--- src/rtl/deb_input_sync.sv ---
module deb_input_sync #(
  parameter int STAGES = 2
) (
  input  logic clk,
  input  logic rst,
  input  logic raw,
  output logic level,
  output logic change
);
  localparam int LAST = STAGES - 1;

  logic [STAGES-1:0] chain_q;

  always_ff @(posedge clk) begin
    if (rst) chain_q <= '0;
    else     chain_q <= {chain_q[STAGES-2:0], raw};
  end

  // One-cycle flag whenever the two oldest stages disagree
  assign level  = chain_q[LAST];
  assign change = chain_q[LAST] ^ chain_q[LAST-1];
endmodule

--- src/rtl/deb_settle_counter.sv ---
module deb_settle_counter #(
  parameter int CNT_W = 16
) (
  input  logic             clk,
  input  logic             rst,
  input  logic             restart,
  output logic [CNT_W-1:0] count,
  output logic             terminal
);
  localparam logic [CNT_W-1:0] STEP = CNT_W'(1);

  logic [CNT_W-1:0] count_q;

  assign terminal = &count_q;
  assign count    = count_q;

  // Clear beats hold, hold beats increment
  always_ff @(posedge clk) begin
    if (rst)            count_q <= '0;
    else if (restart)   count_q <= '0;
    else if (!terminal) count_q <= count_q + STEP;
  end
endmodule

--- src/rtl/deb_hold_reg.sv ---
module deb_hold_reg (
  input  logic clk,
  input  logic rst,
  input  logic load,
  input  logic d,
  output logic q
);
  always_ff @(posedge clk) begin
    if (rst)       q <= 1'b0;
    else if (load) q <= d;
  end
endmodule

--- src/rtl/contact_debouncer.sv ---
module contact_debouncer #(
  parameter int CNT_W = 16
) (
  input  logic clk,
  input  logic rst,
  input  logic raw_in,
  output logic clean_out
);
  // Internal events, named for the checker
  logic             sync_level;
  logic             change_pulse;
  logic [CNT_W-1:0] settle_count;
  logic             at_terminal;

  deb_input_sync #(.STAGES(2)) u_sync (
    .clk    (clk),
    .rst    (rst),
    .raw    (raw_in),
    .level  (sync_level),
    .change (change_pulse)
  );

  deb_settle_counter #(.CNT_W(CNT_W)) u_cnt (
    .clk      (clk),
    .rst      (rst),
    .restart  (change_pulse),
    .count    (settle_count),
    .terminal (at_terminal)
  );

  deb_hold_reg u_out (
    .clk  (clk),
    .rst  (rst),
    .load (at_terminal),
    .d    (sync_level),
    .q    (clean_out)
  );
endmodule

--- config.mk ---
export PLATFORM = sky130hd
export DESIGN_NAME = contact_debouncer
export DESIGN_NICKNAME = d
export VERILOG_FILES = /design/src/rtl/deb_input_sync.sv /design/src/rtl/deb_settle_counter.sv /design/src/rtl/deb_hold_reg.sv /design/src/rtl/contact_debouncer.sv
export SDC_FILE = /design/constraint.sdc
export NUM_CORES = 1
export LEC_CHECK = 0
export CAP_MARGIN = 10
export CORE_MARGIN = 3
export CORE_UTILIZATION = 60
export CTS_CLUSTER_SIZE = 20
export DETAILED_ROUTE_END_ITERATION = 6
export GPL_TIMING_DRIVEN = 0
export PLACE_DENSITY = 0.79
export SYNTH_ARGS = -nofsm -noshare
export SYNTH_HDL_FRONTEND = slang
export SYNTH_SLANG_ARGS = --single-unit
--- constraint.sdc ---
create_clock -name clk -period 3.46 [get_ports clk]
set_input_delay 0.346 -clock clk [delete_from_list [all_inputs] [get_ports clk]]
set_output_delay 0.346 -clock clk [all_outputs]
set_load 0.1 [all_outputs]
# Word-level counts from Yosys, hierarchy flattened

Cells that the tools add are included.

Register bits after elaboration: 19
Input bits: 3
Word-level logic and storage cells: 7

Add/subtract/negate cells: 1
Bitwise operators: 1
Reduce and logical (&&, ||, !) cells: 2

Operators by type and width:

| kind                                          | number |
|---|---|
| adder 16 x 1 -> 16 bit, second input constant | 1 |
| AND reduction 16 bit                          | 1 |
| OR reduction 2 bit                            | 1 |
| XOR 1 bit                                     | 1 |

# Depth between registers and ports, before layout

Gate-level depths: netlist (run 1).

Depth after elaboration: 2
Mapped depth: 6
Gate-level depth less buffers: 5

# Cells and area by module

A second synthesis (run 1) with hierarchy kept.

Cells, all modules: 107
Area, all modules: 944.7 um^2

Modules (own cells, without submodules):

| module             | instances | cells an instance | area each (um^2) | sequential area each (um^2) |
|---|---|---|---|---|
| deb_settle_counter | 1         | 99                | 845.8            | 320.3 |
| deb_input_sync     | 1         | 5                 | 65.1             | 40.0 |
| deb_hold_reg       | 1         | 3                 | 33.8             | 20.0 |

# Worst setup path after synthesis (run 1)

OpenSTA, ideal clock, no wires.

Path kind: register to register
From: register u_cnt.count_q[0], in the netlist u_cnt.count[0]
To: register u_cnt.count_q[5], in the netlist u_cnt.count[5]
Library setup time: 71 ps
Data arrival time: 1436 ps
Slack: 1954 ps
Cell stages (with the launch flop): 7
Clock period less this slack: 1506 ps
Path through: dfxtp_1 -> ha_1 -> nand4_1 -> nor4_1 -> buf_2 -> or3_2 -> a21oi_1

Word-level cells in the longest chain between the ends: 1
Elaborated cells on any way between the ends: 2
Those cells by class: 1 x add/sub; 1 x reduce/logical

RTL lines:

| what                                                                  | line                                               | RTL |
|---|---|---|
| start, declared                                                       | deb_settle_counter.sv:12                           | `logic [CNT_W-1:0] count_q;` |
| start signal, assigned                                                | deb_settle_counter.sv:21                           | `else if (!terminal) count_q <= count_q + STEP;` |
| adder 16 x 1 -> 16 bit / AND reduction 16 bit (equally long branches) | deb_settle_counter.sv:21, deb_settle_counter.sv:14 |  |

Several ways; a longest one is shown, not always the timed one.
A chain may end at the register's enable or synchronous reset.

# Worst setup path in the final report (run 1)

From: register u_out.q
To: output clean_out

RTL lines:

| what                   | line                   | RTL |
|---|---|---|
| start, declared        | deb_hold_reg.sv:6      | `output logic q` |
| start signal, assigned | deb_hold_reg.sv:9      | `if (rst) q <= 1'b0;` |
| start signal, assigned | deb_hold_reg.sv:10     | `else if (load) q <= d;` |
| end, declared          | contact_debouncer.sv:7 | `output logic clean_out` |

No word-level cell between the ends.

==> results.txt, run 1 <==
* Status: completed
* Fillers: 122
- Post-layout power: 0.000354 W
- Summing all placed instances gives a cell area of 927 um^2.
* Cell type group with the largest total delay on the critical path: buffers and inverters
- The core region is 0.00133 mm^2.
- Resized cells post-CTS: 0
- Residual DRC: 0
- Most used cells in the layout excluding fill and tap cells: dfxtp_1 (19), nand2_1 (10), a21oi_1 (9)
* CTS root buffer: clkbuf_4
* Portion of total power attributed to sequential cells: 63.6%
* Worst setup skew after layout: 0.749 ps
- Origin of the worst min-delay path: u_out.q$_SDFFE_PP0P_
- Clock transition at the registers of the reported paths: 100 ps
- The final layout contains routed wiring with a total length of 1800 um.
- At the pin with the least slew margin, the transition time is 962 ps.
- In the final layout, the share of cells above drive strength 1 is 10.3%.
- RSZ-0062 raised after global routing: false
* Total via count in the routed design: 796
- At the worst endpoint, the required time is 3110 ps.
- TritonCTS clock tree: done
* Count of inserted antenna diode cells: 0
- Classification of the worst setup path: flop to output port
- After clock tree synthesis, the setup repair step added 0 buffers.
- Die footprint: 0.00196 mm^2
- Hold repair after CTS inserted 0 buffers.
* Switch Pwr: 0.0000799 W
- Crit-path slowest cell: clkdlybuf4s50_1
- The number of antenna violations at the first check in global routing came to 0.
* Syn Std Cell Area: 878 um^2
* Hold path cells: 2
- Data on the critical path arrives at its endpoint at 1770 ps.
- The synthesized design contains 19 register bits.
- Port-buffer cells: 3
- For hold timing, the worst endpoint is u_out.q$_SDFFE_PP0P_.
- H-Tree Depth: 1
* First-pass detailed-route iteration total: 4
* Depth of the most critical reg-to-reg path: 6
* Clock Latency Late Sink: 300 ps
- Cell internal pwr: 0.000274 W
- In this run, distinct cell masters in the synthesized netlist total 34.
- Per report_power, the combinational group accounts for 4.7% of the total.
- In this run, CTS created clock tree buffers numbering 3.
- Number of DRC markers after the initial detailed-route iteration: 16
- The worst pin sits at a relative slew slack of 35.7%.
- Vias in the first global route: 792
- The worst register-to-register path has a setup slack of 1720 ps.
* Power per cell area: 372 mW/mm^2
* Post-layout net count: 112
- Area delta synth->final: 8.55%
- For this run, the top clock speed supported by timing is 0.472 GHz.
- Final design instance area without fill: 953 um^2
- Sequential cells were found to cover 43.3% of the synthesized design area.
- The floorplan has 13 rows.
- Delay of the slowest critical-path stage: 1130 ps
- Across every metal layer, demand over resource in global routing totals 23.0%.
* Number of top-level pins: 4
* Clock tree buffer depth: 2
* Maximum fanout count along the critical path: 2
- Number of max-capacitance violations reported: 0
* Max-slew violation count: 0
- In the synthesized netlist, the number of instances is 100.
* Die boundary height: 44.3 um
* Maximum number of pins on one net before global-route repair: 11
- Leak pwr: 0.325 nW
- Dividing the synthesized area by the synthesized cell count gives 8.78 um^2.
- Classification of the worst-slack hold path: flop to flop
- The clock network accounts for 31.7% of the total power.
- Routability-driven placement finished with a final weighted congestion of 0.826.
- The worst setup path is launched from a flop.
- Initial Util: 65.9%
* Chip width: 44.3 um
- Count of yosys warnings during synthesis: 0
* Number of nets produced by synthesis: 104
* Count of endpoints failing setup in the final report: 0
- STA classifies the critical path endpoint as an output port.
- Crit Reg-Reg Endpoint: u_cnt.count[11]$_SDFFE_PP0N_
- Final critical path time including I/O delays and setup: 2120 ps
- Adding up every negative setup slack in the final design gives 0 ps.
* Final clock period utilization by the worst path: 61.3%
- The signal on the critical path passes through clkdlybuf4s50_1.
* Placement-stage worst setup slack: 1620 ps
- Number of nets with antenna violations after detailed routing: 0
- The final hold violation count was 0.
- Clock tree sinks: 19
* Wire length of the first global-routing pass: 3340 um
- Global routing finished with a remaining overflow of 0.
- The startpoint identified for the worst register-to-register timing path is u_cnt.count[0]$_SDFFE_PP0N_.
* Switching fraction of total power: 22.6%
- Leaving out fill and tap cells, the most frequent cell in the layout is dfxtp_1.
- Sequential cell area in the final layout: 380 um^2
* Routed via count divided by cell count: 6.52
* Area taken by multi-input logic gates: 480 um^2
* Final Util: 71.5%
- Hpwl dp: 1300 um
* Buffering stage count on the worst path with inverters included: 1
- After detailed routing, the average wire length per cell comes to 14.8 um.
- After layout, the worst setup slack is 1340 ps.
- Worst IR Drop VDD: 0.238 mV
-- metal layers --
metal | up-vias | track usage, % | routed length, um
met1 | 377 | 28.9 | 844
met2 | 17 | 36.0 | 848
met3 | 5 | 3.66 | 61
met4 | 0 | 15.7 | 45
li1 | 397 | - | -
met5 | - | 0 | 0
-- metrics by stage --
| stage | hold slack (ps) | std cells |
|---|---|---|
| after detailed placement | 459 | 118 |
| after floorplan | 415 | 100 |
| after global placement | 444 | 118 |
| final | 471 | 122 |
| after global routing | 492 | 122 |
| after CTS | 478 | 122 |
-- synth_stat cells, drive strengths merged --
cell,number,area [um^2]
o211ai,1,7.51
mux2i,2,20.0
xor2,1,8.76
xnor2,2,17.5
nand3b,1,7.51
a211oi,1,7.51
nor4,2,12.5
nand3,4,25.0
a31oi,4,25.0
nand2b,1,6.26
clkbuf,2,7.51
and3,2,12.5
o31ai,2,15.0
nor2,5,18.8
buf,2,10.0
nand4,7,50.1
o21ai,4,20.0
or4,2,15.0
a311oi,1,8.76
or3,3,20.0
nand2,10,37.5
ha,1,12.5
nor3,3,15.0
or2,2,15.0
a21oi,9,45.0
nor2b,2,12.5
and4,4,36.3
dfxtp,19,380
a41oi,1,8.76
-- power groups by stage --
stage	Clock [W]	Sequential [W]	Combinational, W
2_1_floorplan	0	0.000230	0.0000109
5_1_grt	0.000124	0.000226	0.0000194
4_1_cts	0.000113	0.000225	0.0000167
3_3_place_gp	0	0.000230	0.0000165
6_report	0.000112	0.000225	0.0000167
3_5_place_dp	0	0.000230	0.0000166
-- sequential cells by signal, summed over array words and instances (netlist names) --
name	count
u_cnt.count	16
u_out.q	1
u_sync.chain_q	2
-- final cells by class --
cell class | count | share of cell area [%]
Buffer | 4 | 1.84
Clock buffer | 4 | 2.76
Multi-Input combinational cell | 77 | 50.4
Sequential cell | 19 | 39.9
Tap cell | 15 | 1.97
Timing Repair Buffer | 3 | 3.15
-- cells by family (layout without fill, tap and decap cells) --
| group | after synthesis | count (layout) | synth area share [%] |
|---|---|---|---|
| mux | 2 | 2 | 2.28 |
| fa+ha+maj | 1 | 1 | 1.42 |
| simple gates | 48 | 48 | 32.3 |
| xor+xnor | 3 | 3 | 2.99 |
| buf+inv | 4 | 11 | 1.99 |
| compound gates | 23 | 23 | 15.7 |
| flops | 19 | 19 | 43.3 |
-- worst max-delay path by stage --
stage	start	to	cells past startpoint	slack (ps)
6_report	u_out.q$_SDFFE_PP0P_	clean_out	1	1340
5_1_grt	u_out.q$_SDFFE_PP0P_	clean_out	1	1310
2_1_floorplan	u_cnt.count[0]$_SDFFE_PP0N_	u_cnt.count[5]$_SDFFE_PP0N_	6	1950
3_5_place_dp	rst	u_cnt.count[3]$_SDFFE_PP0N_	4	1620
3_3_place_gp	rst	u_cnt.count[3]$_SDFFE_PP0N_	4	1620
4_1_cts	u_out.q$_SDFFE_PP0P_	clean_out	1	1340
Note: power is estimated with default switching activity, not from simulation.
==> inputs of run 2 (changes only) <==
--- a/config.mk
+++ b/config.mk
@@ -7,11 +7,11 @@
 export LEC_CHECK = 0
 export CAP_MARGIN = 10
 export CORE_MARGIN = 3
-export CORE_UTILIZATION = 60
+export CORE_UTILIZATION = 56
 export CTS_CLUSTER_SIZE = 20
 export DETAILED_ROUTE_END_ITERATION = 6
 export GPL_TIMING_DRIVEN = 0
-export PLACE_DENSITY = 0.79
+export PLACE_DENSITY = 0.75
 export SYNTH_ARGS = -nofsm -noshare
 export SYNTH_HDL_FRONTEND = slang
 export SYNTH_SLANG_ARGS = --single-unit
==> constraint.sdc (replaced) <==
create_clock -name clk -period 2.11 [get_ports clk]
set_input_delay 0.211 -clock clk [delete_from_list [all_inputs] [get_ports clk]]
set_output_delay 0.211 -clock clk [all_outputs]
set_load 0.1 [all_outputs]
==> results.txt, run 2 (synthesis gave the netlist of run 1 again) <==
- The flow ran to the end, and the final reports show no timing, DRC or antenna violations.
- Worst setup skew after layout: 8.34 ps (+7.59 ps)
- The number of flip-flops under the largest register name is 16 (unchanged).
* Critical Path AT: 1790 ps (+20 ps)
- The total clock sinks is 19 (unchanged).
- The residual antenna-violating net count after detailed routing was 0 (unchanged).
- Crit-path slowest cell: clkdlybuf4s50_1
* Final Util: 69.0% (-2.4 points)
- Power per cell area: 608 mW/mm^2 (+64%)
- The DRC violation total after the first TritonRoute iteration came to 8 (-8).
- Hold path cells: 2 (unchanged)
- Static timing analysis puts the maximum clock frequency at 0.500 GHz.
* Delay of the slowest critical-path stage: 1140 ps (about the same)
- Wire length of the first global-routing pass: 3000 um (-10%)
* Number of rows created at floorplan: 13 (unchanged)
- The kind of cell with the highest combined delay along the critical path is buffers and inverters.
- H-Tree Depth: 1 (unchanged)
* Total global routing track utilization: 20.3% (-2.8 points)
- Die footprint: 0.00208 mm^2 (+6.2%)
* Clock tree buffer depth: 2 (unchanged)
* Final weighted congestion of routability-driven global placement: 0.833 (+0.85%)
- Buffering stage count on the worst path with inverters included: 1 (unchanged)
- The number of gates resized after CTS was 0 (unchanged).
* WL per Instance: 13.4 um (-8.9%)
* Hpwl dp: 1170 um (-11%)
* Depth of the most critical reg-to-reg path: 6 (unchanged)
- STA classifies the critical path startpoint as a flop.
- Final wirelength: 1640 um (-8.9%)
- The top fanout value on the critical path came to 2 (unchanged).
- The worst-case vdd ir drop is 0.366 mV (+54%).
* Leak pwr: 0.328 nW (+0.84%)
- The quantity of hold-fixing buffers added after cts was 0 (unchanged).
- Most used cells in the layout excluding fill and tap cells: dfxtp_1 (19), nand2_1 (10), a21oi_1 (9)
- STA classifies the critical path endpoint as an output port.
- Count of inserted antenna diode cells: 0 (unchanged)
* Area delta synth->final: 8.69%
- The area of the core is 0.00138 mm^2 (+3.7%).
- Chip width: 45.6 um (+3.0%)
* TritonCTS clock tree: done
- The number of top-level pins came to 4 (unchanged).
- Port-buffer cells: 3 (unchanged)
* Setup Total Neg Slack: 0 ps (unchanged)
* Post-layout power: 0.000580 W (+64%)
- Vias in the first global route: 689 (-13%)
- The starting utilization of the core area came to 63.5% (-2.3 points).
- The number of antenna violations at the first check in global routing came to 0 (unchanged).
* TritonCTS Buffers: 3 (unchanged)
- The pin count of the biggest net entering global routing is 12 (+1).
* Classification of the worst setup path: flop to output port
* Final critical path time including I/O delays and setup: 2000 ps
* Relative max-transition margin: 35.2% (-0.48 points)
- The DRC violation count after routing was 0 (unchanged).
* Max-slew violation count: 0 (unchanged)
- Required @ worst endpoint: 1900 ps (-1210 ps)
- Most common cell after layout, fill and taps aside: dfxtp_1
- The critical path goes through clkdlybuf4s50_1.
- Setup repair bufs after CTS: 0 (unchanged)
* CTS root buffer: clkbuf_4
* Least-Margin Pin Slew: 969 ps (+7.17 ps)
- The chip height came to 45.6 um (+3.0%).
- The residual overflow from global routing is 0 (unchanged).
- Hold Violations, Final: 0 (unchanged)
* First-pass detailed-route iteration total: 4 (unchanged)
- Routed via count divided by cell count: 6.36 (-2.5%)
* Post-layout net count: 112 (unchanged)
- The fraction of final layout cells with drive strength greater than 1 came to 11.2% (+0.93 points).
* Number of max-capacitance violations reported: 0 (unchanged)
* Total via count in the routed design: 776 (-2.5%)
- The logic depth of the worst setup path including buffers is 1 (unchanged).
* Clock transition at the registers of the reported paths: 110 ps (about the same)
- Count of endpoints failing setup in the final report: 0 (unchanged)
* Classification of the worst-slack hold path: input port to flop
* Final clock period utilization by the worst path: 94.8%
* WHS: 450 ps (-21.2 ps)
- RSZ-0062 raised after global routing: false
- The clock latency on the worst-skew pair is 300 ps (about the same).
[run 2: cell types whose count changed in the layout (fill, tap and decap cells not counted)]
cell      before  now
clkbuf_1       3    2
clkinv_2       0    1
[run 2: through the flow]
step | cell area, um^2 | cells | setup WS, ps
detailed placement | 927 | 118 | 400
global route | 955 | 122 | 36.8
global placement | 927 | 118 | 400
finish | 955 | 122 | 109
CTS | 955 | 122 | 91.2
floorplan | 878 | 100 | 604
[run 2: power by group]
group          switching, W   total, W  leakage (nW)  internal, W
Combinational     0.0000157  0.0000277         0.156    0.0000120
Sequential       0.00000524   0.000369         0.154     0.000364
Clock              0.000112   0.000183        0.0177    0.0000707
[run 2: worst paths after layout]
check | startpoint | slack [ps] | to
hold reg to reg | u_out.q$_SDFFE_PP0P_ | 470 | u_out.q$_SDFFE_PP0P_
hold / removal | raw_in | 450 | u_sync.chain_q[0]$_SDFF_PP0_
setup reg to reg | u_cnt.count[0]$_SDFFE_PP0N_ | 350 | u_cnt.count[5]$_SDFFE_PP0N_
setup / recovery | u_out.q$_SDFFE_PP0P_ | 110 | clean_out
[run 2: area by class of cell]
class | count | area [um^2]
buffer | 4 | 17.5
clock buffer | 3 | 22.5
clock inverter | 1 | 5.00
fill | 113 | 428
multi-input combinational | 77 | 480
sequential | 19 | 380
tap | 15 | 18.8
timing repair buffer | 3 | 30.0
[run 2: routing by layer]
metal,vias to the layer above,global-route usage (%),wire length [um]
li1,399,-,-
met1,356,26.4,837
met2,16,29.2,701
met3,5,4.74,58
met4,0,13.5,42
met5,-,0,0
